==> src/rtl/bxfer_pkg.sv <==
package bxfer_pkg;
  typedef enum logic {
    XS_IDLE = 1'b0,
    XS_RUN  = 1'b1
  } xfer_state_e;
endpackage

==> src/rtl/bxfer_counter.sv <==
module bxfer_counter #(
  parameter int W = 16
) (
  input  logic         clk,
  input  logic         rst_n,
  input  logic         ld,
  input  logic [W-1:0] ld_val,
  input  logic         inc,
  output logic [W-1:0] q
);
  logic [W-1:0] q_nxt;

  always_comb begin
    q_nxt = q;
    if (ld)       q_nxt = ld_val;
    else if (inc) q_nxt = q + W'(1);
  end

  always_ff @(posedge clk or negedge rst_n) begin
    if (!rst_n)         q <= '0;
    else if (ld || inc) q <= q_nxt;
  end

  p_step_r3: assert property (@(posedge clk) disable iff (!rst_n)
    (inc && !ld) |=> q == $past(q) + W'(1));
  p_load_r2: assert property (@(posedge clk) disable iff (!rst_n)
    ld |=> q == $past(ld_val));
endmodule

==> src/rtl/bxfer_cfg_regs.sv <==
module bxfer_cfg_regs #(
  parameter int AW = 16,
  parameter int CW = 8
) (
  input  logic          clk,
  input  logic          rst_n,
  input  logic          load,
  input  logic          busy,
  input  logic          open_in,
  input  logic [AW-1:0] base_in,
  input  logic [CW-1:0] limit_in,
  output logic          open_q,
  output logic [AW-1:0] base_q,
  output logic [CW-1:0] limit_q
);
  logic cap_en;
  assign cap_en = load && !busy;

  always_ff @(posedge clk or negedge rst_n) begin
    if (!rst_n) begin
      open_q  <= 1'b0;
      base_q  <= '0;
      limit_q <= '0;
    end else if (cap_en) begin
      open_q  <= open_in;
      base_q  <= base_in;
      limit_q <= limit_in;
    end
  end

  p_cfg_hold_r1: assert property (@(posedge clk) disable iff (!rst_n)
    busy |=> $stable(base_q) && $stable(limit_q) && $stable(open_q));
endmodule

==> src/rtl/bxfer_ctrl.sv <==
module bxfer_ctrl
  import bxfer_pkg::*;
#(
  parameter int CW = 8
) (
  input  logic          clk,
  input  logic          rst_n,
  input  logic          start,
  input  logic          stop,
  input  logic          in_valid,
  input  logic          open_mode,
  input  logic [CW-1:0] limit,
  input  logic [CW-1:0] words,
  output logic          busy,
  output logic          accept,
  output logic          start_ok,
  output logic          done,
  output logic          short_blk,
  output logic          start_err
);
  xfer_state_e st_q, st_nxt;
  logic last_word, end_now, start_bad;
  logic done_nxt, short_nxt, err_nxt;

  assign busy      = (st_q == XS_RUN);
  assign accept    = busy && in_valid;
  assign last_word = !open_mode && accept && ((words + CW'(1)) == limit);
  assign end_now   = busy && (stop || last_word);
  assign start_ok  = !busy && start && (open_mode || (limit != '0));
  assign start_bad = !busy && start && !open_mode && (limit == '0);

  always_comb begin
    st_nxt    = st_q;
    done_nxt  = end_now;
    short_nxt = short_blk;
    err_nxt   = start_err;
    if (start_ok) begin
      st_nxt    = XS_RUN;
      short_nxt = 1'b0;
      err_nxt   = 1'b0;
    end else if (start_bad) begin
      err_nxt = 1'b1;
    end
    if (end_now) begin
      st_nxt = XS_IDLE;
      if (!open_mode && !last_word) short_nxt = 1'b1;
    end
  end

  always_ff @(posedge clk or negedge rst_n) begin
    if (!rst_n) begin
      st_q      <= XS_IDLE;
      done      <= 1'b0;
      short_blk <= 1'b0;
      start_err <= 1'b0;
    end else begin
      st_q      <= st_nxt;
      done      <= done_nxt;
      short_blk <= short_nxt;
      start_err <= err_nxt;
    end
  end

  p_done_pulse_r4: assert property (@(posedge clk) disable iff (!rst_n)
    done |=> !done);
  p_done_idle_r4: assert property (@(posedge clk) disable iff (!rst_n)
    done |-> !busy);
  p_under_limit_r4: assert property (@(posedge clk) disable iff (!rst_n)
    (busy && !open_mode) |-> words < limit);
  p_short_cause_r6: assert property (@(posedge clk) disable iff (!rst_n)
    $rose(short_blk) |-> $past(stop) && done);
  p_err_no_run_r8: assert property (@(posedge clk) disable iff (!rst_n)
    $rose(start_err) |-> !busy && !done);
endmodule

==> src/rtl/bxfer_dma_unit.sv <==
module bxfer_dma_unit #(
  parameter int AW = 16,
  parameter int CW = 8,
  parameter int DW = 16
) (
  input  logic          clk,
  input  logic          rst_n,
  input  logic          cfg_load,
  input  logic          cfg_open,
  input  logic [AW-1:0] cfg_base,
  input  logic [CW-1:0] cfg_count,
  input  logic          start,
  input  logic          stop,
  input  logic          in_valid,
  input  logic [DW-1:0] in_data,
  output logic          in_ready,
  output logic          mem_we,
  output logic [AW-1:0] mem_addr,
  output logic [DW-1:0] mem_wdata,
  output logic          busy,
  output logic          done,
  output logic          short_blk,
  output logic          start_err,
  output logic [AW-1:0] cur_addr,
  output logic [CW-1:0] word_count
);
  logic          open_q;
  logic [AW-1:0] base_q;
  logic [CW-1:0] limit_q;
  logic          accept, start_ok;

  bxfer_cfg_regs #(.AW(AW), .CW(CW)) u_cfg (
    .clk(clk), .rst_n(rst_n), .load(cfg_load), .busy(busy),
    .open_in(cfg_open), .base_in(cfg_base), .limit_in(cfg_count),
    .open_q(open_q), .base_q(base_q), .limit_q(limit_q)
  );

  bxfer_ctrl #(.CW(CW)) u_ctrl (
    .clk(clk), .rst_n(rst_n), .start(start), .stop(stop),
    .in_valid(in_valid), .open_mode(open_q), .limit(limit_q),
    .words(word_count), .busy(busy), .accept(accept),
    .start_ok(start_ok), .done(done), .short_blk(short_blk),
    .start_err(start_err)
  );

  bxfer_counter #(.W(AW)) u_addr (
    .clk(clk), .rst_n(rst_n), .ld(start_ok), .ld_val(base_q),
    .inc(accept), .q(cur_addr)
  );

  bxfer_counter #(.W(CW)) u_words (
    .clk(clk), .rst_n(rst_n), .ld(start_ok), .ld_val({CW{1'b0}}),
    .inc(accept), .q(word_count)
  );

  assign in_ready  = busy;
  assign mem_we    = accept;
  assign mem_addr  = cur_addr;
  assign mem_wdata = in_data;

  p_idle_frozen_r9: assert property (@(posedge clk) disable iff (!rst_n)
    (!busy && !start) |=> $stable(cur_addr) && $stable(word_count));
  p_busy_no_restart_r7: assert property (@(posedge clk) disable iff (!rst_n)
    (busy && !in_valid) |=> $stable(cur_addr));
endmodule

==> config.mk <==
export PLATFORM = sky130hd
export DESIGN_NAME = bxfer_dma_unit
export DESIGN_NICKNAME = d
export VERILOG_FILES = /design/src/rtl/bxfer_pkg.sv /design/src/rtl/bxfer_counter.sv /design/src/rtl/bxfer_cfg_regs.sv /design/src/rtl/bxfer_ctrl.sv /design/src/rtl/bxfer_dma_unit.sv
export SDC_FILE = /design/constraint.sdc
export NUM_CORES = 1
export LEC_CHECK = 0
export BUFFER_PORTS_ARGS = -buffer_cell sky130_fd_sc_hd__buf_4
export CAP_MARGIN = 25
export CORE_MARGIN = 10
export CORE_UTILIZATION = 50
export CTS_CLUSTER_DIAMETER = 50
export DETAILED_ROUTE_END_ITERATION = 10
export GPL_TIMING_DRIVEN = 0
export PLACE_DENSITY = 0.81
export SYNTH_ARGS = -nofsm -noshare
export SYNTH_HDL_FRONTEND = slang
export SYNTH_SLANG_ARGS = --single-unit
==> constraint.sdc <==
create_clock -name clk -period 2.2 [get_ports clk]
set_input_delay 0.66 -clock clk [delete_from_list [all_inputs] [get_ports clk]]
set_output_delay 0.66 -clock clk [all_outputs]
set_load 0.01 [all_outputs]
Word-level counts from Yosys, hierarchy flattened
Index checks and enable logic that the tools add are counted.

Add/subtract/negate cells: 2. Equality and inequality tests: 1. Mux-type cells: 11. Reductions and logical operators: 22.

Operator list (number): $mux W16 (2); $add A16 B1 Y16 const B (1); $mux W8 (2); $logic_and A1 B1 Y1 (10); $add A8 B1 Y8 const B (1); $eq A8 B8 Y1 (1); $logic_not A8 Y1 (1); $reduce_bool A8 Y1 (1); $mux W1 (7); $reduce_bool A2 Y1 (3); $logic_not A1 Y1 (3); $logic_or A1 B1 Y1 (3); $reduce_and A2 Y1 (1).

Register bits: 53. Output and inout port bits: 62. Word-level logic and storage cells: 45.

Logic depth before layout (Yosys ltp)
Gate-level depths: netlist of the first run.

Depth in word-level cells: 7. Depth in mapped cells: 7. Mapped depth without buffers: 6.

By module
A second synthesis of the first run with hierarchy kept.

Cells, all modules: 293. Area total of the unflattened synthesis: 3156.8 sq um.

By module, submodules not included: bxfer_cfg_regs (times used 1, cells an instance 54, area each 1047.3 sq um); bxfer_counter at u_addr (times used 1, cells an instance 98, area each 933.4 sq um); bxfer_ctrl (times used 1, cells an instance 58, area each 474.2 sq um); bxfer_counter at u_words (times used 1, cells an instance 49, area each 450.4 sq um); bxfer_dma_unit (times used 1, cells an instance 34, area each 251.5 sq um).

Worst setup path before layout of the first run
No wires, ideal clock.

Kind: register to register. Start: register u_words.q[0]. End: register u_ctrl.st_q, in the netlist u_ctrl.busy. Setup time: 0.130 ns. Arrival time: 1.728 ns. Required time: 2.070 ns. Setup slack: 0.342 ns. Cell stages (with the launch flop): 8. Clock period less this slack: 1.858 ns. Cell sequence: dfrtp_1 -> ha_1 -> and3_1 -> buf_6 -> nand3_2 -> or3_1 -> a221oi_2 -> o21bai_1.

Word-level cells in the longest chain between the ends: 6.

Ends and longest elaborated chain: start: declaration (line bxfer_counter.sv:9) `output logic [W-1:0] q`; start signal: assignment (line bxfer_counter.sv:21) `else if (ld || inc) q <= q_nxt;`; $add A8 B1 Y8 * (line bxfer_ctrl.sv:27) `assign last_word = !open_mode && accept && ((words + CW'(1)) == limit);`; $eq A8 B8 Y1 * (line bxfer_ctrl.sv:27); $logic_and A1 B1 Y1 * (line bxfer_ctrl.sv:27); $logic_or A1 B1 Y1 * (line bxfer_ctrl.sv:28) `assign end_now = busy && (stop || last_word);`; $logic_and A1 B1 Y1 * (line bxfer_ctrl.sv:28); $mux W1 / $reduce_bool A2 Y1 (equally long branches); end signal: assignment (line bxfer_ctrl.sv:57) `st_q <= st_nxt;`; end: declaration (line bxfer_ctrl.sv:21) `xfer_state_e st_q, st_nxt;`.

Mark *: on every way between the ends. The rest lies on a longest branch, timed or not. A chain may end at the register's enable or synchronous reset.

Worst setup path in the final report of the first run
Start: input port in_valid. End: output port mem_we.

Word-level cells in the longest chain between the ends: 1.

Ends and longest elaborated chain: start: declaration (line bxfer_dma_unit.sv:14) `input logic in_valid,`; $logic_and A1 B1 Y1 (line bxfer_ctrl.sv:26) `assign accept = busy && in_valid;`; end: declaration (line bxfer_dma_unit.sv:17) `output logic mem_we,`.

No other way between the ends.

==> results of run 1 <==
==> metrics by stage <==
step / hold WS [ns] / setup WS [ns] / util, %
final: 0.374 / 0.136 / 69.1
after global routing: 0.416 / 0.0144 / 69.1
after floorplan: 0.364 / 0.342 / -
after detailed placement: 0.464 / 0.0644 / 66.4
after CTS: 0.399 / 0.0403 / 68.5
after global placement: 0.457 / 0.0662 / 66.4
==> sequential cells by signal, indices dropped and copies added, names as in the netlist <==
name,flops
u_ctrl.busy,1
u_cfg.limit_q,8
u_cfg.base_q,16
u_ctrl.short_blk,1
u_addr.q,16
u_words.q,8
u_cfg.open_q,1
u_ctrl.done,1
u_ctrl.start_err,1
==> area by class of cell <==
type | count | area [um2]
fill | 449 | 1730
sequential | 53 | 1330
multi-input combinational | 179 | 1290
timing repair buffer | 95 | 713
buffer | 47 | 330
tap | 72 | 90.1
clock buffer | 6 | 72.6
clock inverter | 2 | 38.8
inverter | 4 | 15.0
==> layer usage <==
metal / vias to the layer above / share of wire (%)
met5: - / 0
met4: 0 / 1.3
met3: 6 / 5.5
met2: 91 / 50
met1: 1183 / 43
li1: 1186 / -
==> cells by family (layout without fill, tap and decap cells) <==
kind of cell	after synthesis	count (layout)	share of synthesized area [%]
simple gates	81	81	15.2
compound gates	61	61	14.8
flops	53	53	45.0
buf+inv	51	154	11.6
mux	25	25	9.56
xor+xnor	10	10	2.97
fa+ha+maj	2	2	0.849
==> cells in the final DEF, fill, tap and decap left out, types with 2 or more instances in the layout <==
master,Yosys,layout
a21o_1,3,3
a21oi_1,5,5
a221o_1,9,9
a31oi_1,3,3
a41oi_1,2,2
and2_1,3,3
and3_1,5,5
buf_2,5,4
buf_4,34,130
clkbuf_1,6,7
clkbuf_8,1,6
dfrtp_1,53,51
dfrtp_2,0,2
ha_1,2,2
inv_1,4,4
mux2_2,25,25
nand2_1,25,25
nand3_1,7,7
nand3_2,2,2
nand4_1,3,3
nor2_1,11,11
nor2b_1,3,3
nor3_1,3,3
nor3b_1,5,5
nor4_1,3,3
o21a_1,2,2
o21ai_0,22,22
o21ai_1,3,3
o311ai_0,3,3
o31ai_1,2,2
xnor2_1,7,7
xor2_1,3,3
==> worst max-delay path by stage <==
| stage | startpoint | endpoint | slack, ns | depth (start not counted) |
|---|---|---|---|---|
| floorplan | u_words.q[0]$_DFFE_PN0P_ | u_ctrl.busy$_DFFE_PN0P_ | 0.34 | 7 |
| global placement | in_valid | mem_we | 0.07 | 5 |
| detailed placement | in_valid | mem_we | 0.06 | 5 |
| CTS | u_words.q[0]$_DFFE_PN0P_ | u_ctrl.busy$_DFFE_PN0P_ | 0.04 | 7 |
| global route | u_words.q[0]$_DFFE_PN0P_ | u_ctrl.busy$_DFFE_PN0P_ | 0.01 | 7 |
| finish | in_valid | mem_we | 0.14 | 5 |
==> worst register-to-register path: stages (launching register included) <==
cell	delay, ns
dfrtp_2	0.43
ha_1	0.25
and3_1	0.19
buf_6	0.12
nand3_2	0.08
or3_1	0.36
a221oi_4	0.33
o21bai_1	0.15
==> cell usage after synthesis (2+ instances only) <==
cell      instances  area [um2]
mux2_2           25         282
o31ai_1           2        15.0
nor2_1           11        41.3
a21oi_1           5        25.0
buf_4            34         255
xor2_1            3        26.3
inv_1             4        15.0
nor2b_1           3        18.8
nor3_1            3        15.0
nand3_2           2        20.0
o311ai_0          3        26.3
o21ai_1           3        15.0
nor4_1            3        18.8
dfrtp_1          53        1330
clkbuf_1          6        22.5
nand4_1           3        18.8
a41oi_1           2        17.5
xnor2_1           7        61.3
nor3b_1           5        37.5
a21o_1            3        22.5
nand2_1          25        93.8
nand3_1           7        35.0
o21a_1            2        15.0
buf_2             5        25.0
a221o_1           9        90.1
and2_1            3        18.8
and3_1            5        31.3
a31oi_1           3        18.8
ha_1              2        25.0
o21ai_0          22         110
==> power groups by stage <==
stage | registers, uW | clock network [uW] | logic, uW
2_1_floorplan | 1510 | 0 | 716
3_3_place_gp | 1510 | 0 | 1330
3_5_place_dp | 1530 | 0 | 1370
4_1_cts | 1510 | 676 | 1370
5_1_grt | 1560 | 726 | 1490
6_report | 1510 | 663 | 1370
==> repair_timing <==
| action | in CTS | in global routing |
|---|---|---|
| pin swaps | 0 | 0 |
| endpoints found under the setup margin | 1 | 4 |
| gates resized for setup | 2 | 2 |
| setup buffers | 0 | 3 |
==> metrics, run 1 <==
Async SR Flop Fraction 100%; Row Count 27; startpoint types input pin; Area after DPL 0.00373 mm2; Pint 2340 uW; DRC violations left 0; TNS Setup 0 ns; Critical Path RT 1.54 ns; first-pass GRT wire length 12800 um; met2 GRT Util 26.4%; # nets final 434; antenna-violating nets left 0; Comb pwr share 38.7%; Avg Cell Area, Syn 10.4 um2; Leak 0.00182 uW; critical path, cell by cell buf_4 -> nand2_1 -> inv_1 -> buf_4 -> buf_4; Cell Area, Synth 0.00295 mm2; Critical path buffers and inverters 4; Slew Viols, Final 0; CTS Buf Count 5; Post-synth EDFFs 0; Vias/cell 5.38; Crit Path Class in2out; capturing point of the worst reg2reg path u_ctrl.busy$_DFFE_PN0P_; DIE AREA 0.00936 mm2; crit-path max FO 10; Critical Path End Type output pin; sequential share of power 42.6%; switching share of power 33.8%; slowest CP cell buf_4; CTS max path bufs 2; CP most frequent cell buf_4; largest net degree at the start of global routing 54; die height 96.8 um; Clock power frac 18.7%; Die Wd 96.8 um; vias in the first global route 2502; clk sinks 53; n_diodes 0; Hold WC Path Type in2async; status complete, no violations; initial drt markers 171; Reg-to-Reg Start u_words.q[0]$_DFFE_PN0P_; Placer Congestion 0.838; final setup vio count 0; initial antenna violation count 0; buffers added on ports 92; fraction of layout cells with a size suffix above 1 46.9%; clk slew on worst S/H paths 0.09 ns; FMAX 0.485 GHz; cell depth of the worst flop-to-flop path 7; Post-Place Cells 447; Reg2Reg Setup Slack 0.15 ns; sw power 1200 uW; #FFs+latches synth 53; Via Count 2466; all-layer global routing usage 16.1%; # Max-Cap Violations 0; Slew headroom 56.6%; cts hold-fix bufs 0; root buffer cell clkbuf_8; grt met1 use 20.2%; Tot Pwr 3540 uW; Peak VDD IR 0.000804 V; Routed wire per std cell 16.9 um; met3 usage 4.12%; final cell count without fillers 458; worst slew pin tran 0.651 ns; RSZ-0062 raised after global routing no; worst path arrival time 1.40 ns; Synth Net Count 332; Synth warnings 0; clock skew 0.0104 ns; Clk Latency, worst-skew pair 0.31 ns; power density over cell area 913 mW/mm2; predominant post-synthesis flop cell dfrtp_1; post-route minimum period 2.06 ns; grt ovf 0; crit-path max cell delay 0.20 ns; gr busiest metal met2; Post-Synthesis Cells 283; Tcrit/Tclk final 93.8%; H-tree levels 2; synth-to-layout area growth 31.6%; TritonCTS clock tree yes; DRT Wirelength 7730 um; Final Cell Area 0.00388 mm2; Starting Density 52.5%; synth unique cells 50; kind of cell adding the most delay to the critical path buffers and inverters; core area 0.00561 mm2; Final Hold Vio Count 0; sequential share of the synthesized area 45.0%; Pre-Repair DR Iteration Count 4; IO Count 109; dpl hpwl 6070 um
No activity file was read; power rests on OpenSTA's default activity.
==> run 2, diff against run 1 <==
- CORE_ASPECT_RATIO: unset -> 1.4
==> metrics, run 2 (synthesis gave the netlist of run 1 again) <==
grt ovf 0; CTS Buf Count 5; FMAX 0.485 GHz; core area 0.00578 mm2; final setup vio count 0; # nets final 433; Vias/cell 5.54; Critical path buffers and inverters 4; power density over cell area 926 mW/mm2; Clk Latency, worst-skew pair 0.31 ns; initial drt markers 129; TNS Setup 0 ns; first-pass GRT wire length 12700 um; DRC violations left 0; kind of cell adding the most delay to the critical path buffers and inverters; capturing point of the worst reg2reg path u_ctrl.short_blk$_DFF_PN0_; Leak 0.00181 uW; Starting Density 51.0%; Slew headroom 56.1%; final design utilization 66.8%; Slew Viols, Final 0; critical path, cell by cell buf_4 -> nand2_1 -> inv_2 -> buf_4 -> buf_4; root buffer cell clkbuf_8; DRT Wirelength 7910 um; Die Wd 84.9 um; initial antenna violation count 0; clk slew on worst S/H paths 0.10 ns; buffers added on ports 92; crit-path max FO 10; H-tree levels 2; most common cell after layout, fill and taps aside buf_4; vias in the first global route 2627; die height 111 um; Crit Path Class in2out; fraction of layout cells with a size suffix above 1 47.0%; Routed wire per std cell 17.4 um; Peak VDD IR 0.000519 V; Final Hold Vio Count 0; largest net degree at the start of global routing 54; most frequent cells in the layout buf_4, dfrtp_1, nand2_1, mux2_2, o21ai_0; Tcrit/Tclk final 93.7%; Placer Congestion 0.806; clk sinks 53; DIE AREA 0.00940 mm2; # Max-Cap Violations 0; clock skew 0.00944 ns; worst slew pin tran 0.659 ns; CP most frequent cell buf_4; status complete, no violations; Row Count 33; crit-path max cell delay 0.19 ns; IO Count 109; cell depth of the worst flop-to-flop path 7; CTS max path bufs 2; worst path arrival time 1.40 ns; synth-to-layout area growth 31.1%; n_diodes 0; all-layer global routing usage 16.2%; startpoint types input pin; Critical Path RT 1.54 ns; slowest CP cell buf_4; RSZ-0062 raised after global routing no; Hold WC Path Type in2async; Pre-Repair DR Iteration Count 4; Reg2Reg Setup Slack 0.16 ns; Via Count 2522; largest registers u_addr.q (16), u_cfg.base_q (16); Reg-to-Reg Start u_words.q[0]$_DFFE_PN0P_; post-route minimum period 2.06 ns; TritonCTS clock tree yes; antenna-violating nets left 0; dpl hpwl 6150 um; Critical Path End Type output pin; cts hold-fix bufs 0
run 2: worst max-delay path by stage:
stage / from / end / slack, ns / depth (start not counted)
global placement: in_valid / mem_we / 0.02 / 5
detailed placement: in_valid / mem_we / 0.02 / 5
global route: u_words.q[0]$_DFFE_PN0P_ / u_ctrl.short_blk$_DFF_PN0_ / 0.04 / 7
floorplan: u_words.q[0]$_DFFE_PN0P_ / u_ctrl.busy$_DFFE_PN0P_ / 0.34 / 7
CTS: u_ctrl.busy$_DFFE_PN0P_ / mem_we / 0.006 / 4
finish: in_valid / mem_we / 0.14 / 5
run 2: through the flow:
| step | setup WS (ns) | instances | total power [uW] | hold WS, ns | instance area, um2 |
|---|---|---|---|---|---|
| after floorplan | 0.342 | 283 | 2230 | 0.364 | 2950 |
| after global placement | 0.0171 | 445 | 2850 | 0.460 | 3720 |
| after detailed placement | 0.0223 | 445 | 2910 | 0.465 | 3720 |
| after CTS | 0.00622 | 453 | 3600 | 0.400 | 3850 |
| after global routing | 0.0420 | 455 | 3780 | 0.416 | 3860 |
| final | 0.138 | 455 | 3580 | 0.367 | 3860 |
run 2: timing repair:
item                                    4_1_cts  5_1_grt
setup buffers                                 0        2
resized for setup                             2        1
endpoints found under the hold margin         0        0
endpoints found under the setup margin        1        1
run 2: worst register-to-register path: cells and delay by family, from the launching register on:
kind,cells,cell delay (ns)
adder cells (fa/ha/maj),1,0.26
AO/OA/AOI/OAI,2,0.46
buffers and inverters,1,0.12
AND/OR/NAND/NOR,3,0.60
flip-flops,1,0.48
run 2: cell type report:
cell class	instances	area [um2]
clock inverter	2	37.5
buffer	47	330
tap	70	87.6
clock buffer	6	82.6
sequential	53	1330
timing repair buffer	94	706
fill	479	1920
inverter	4	15.0
multi-input combinational	179	1280
run 2: report_power, final:
group          internal, uW  switching (uW)  leakage, uW
Clock                   370             320    0.0000574
Sequential             1210             305     0.000650
Combinational           785             585      0.00110
Total                  2370            1210      0.00181
run 2: per-layer routing:
metal	vias to the layer above	global-route usage, %	part of all wire (%)
met4	0	5.84	2.4
met1	1208	17.1	37
met5	-	0	0
met2	111	29.2	53
li1	1184	-	-
met3	19	4.71	7.0
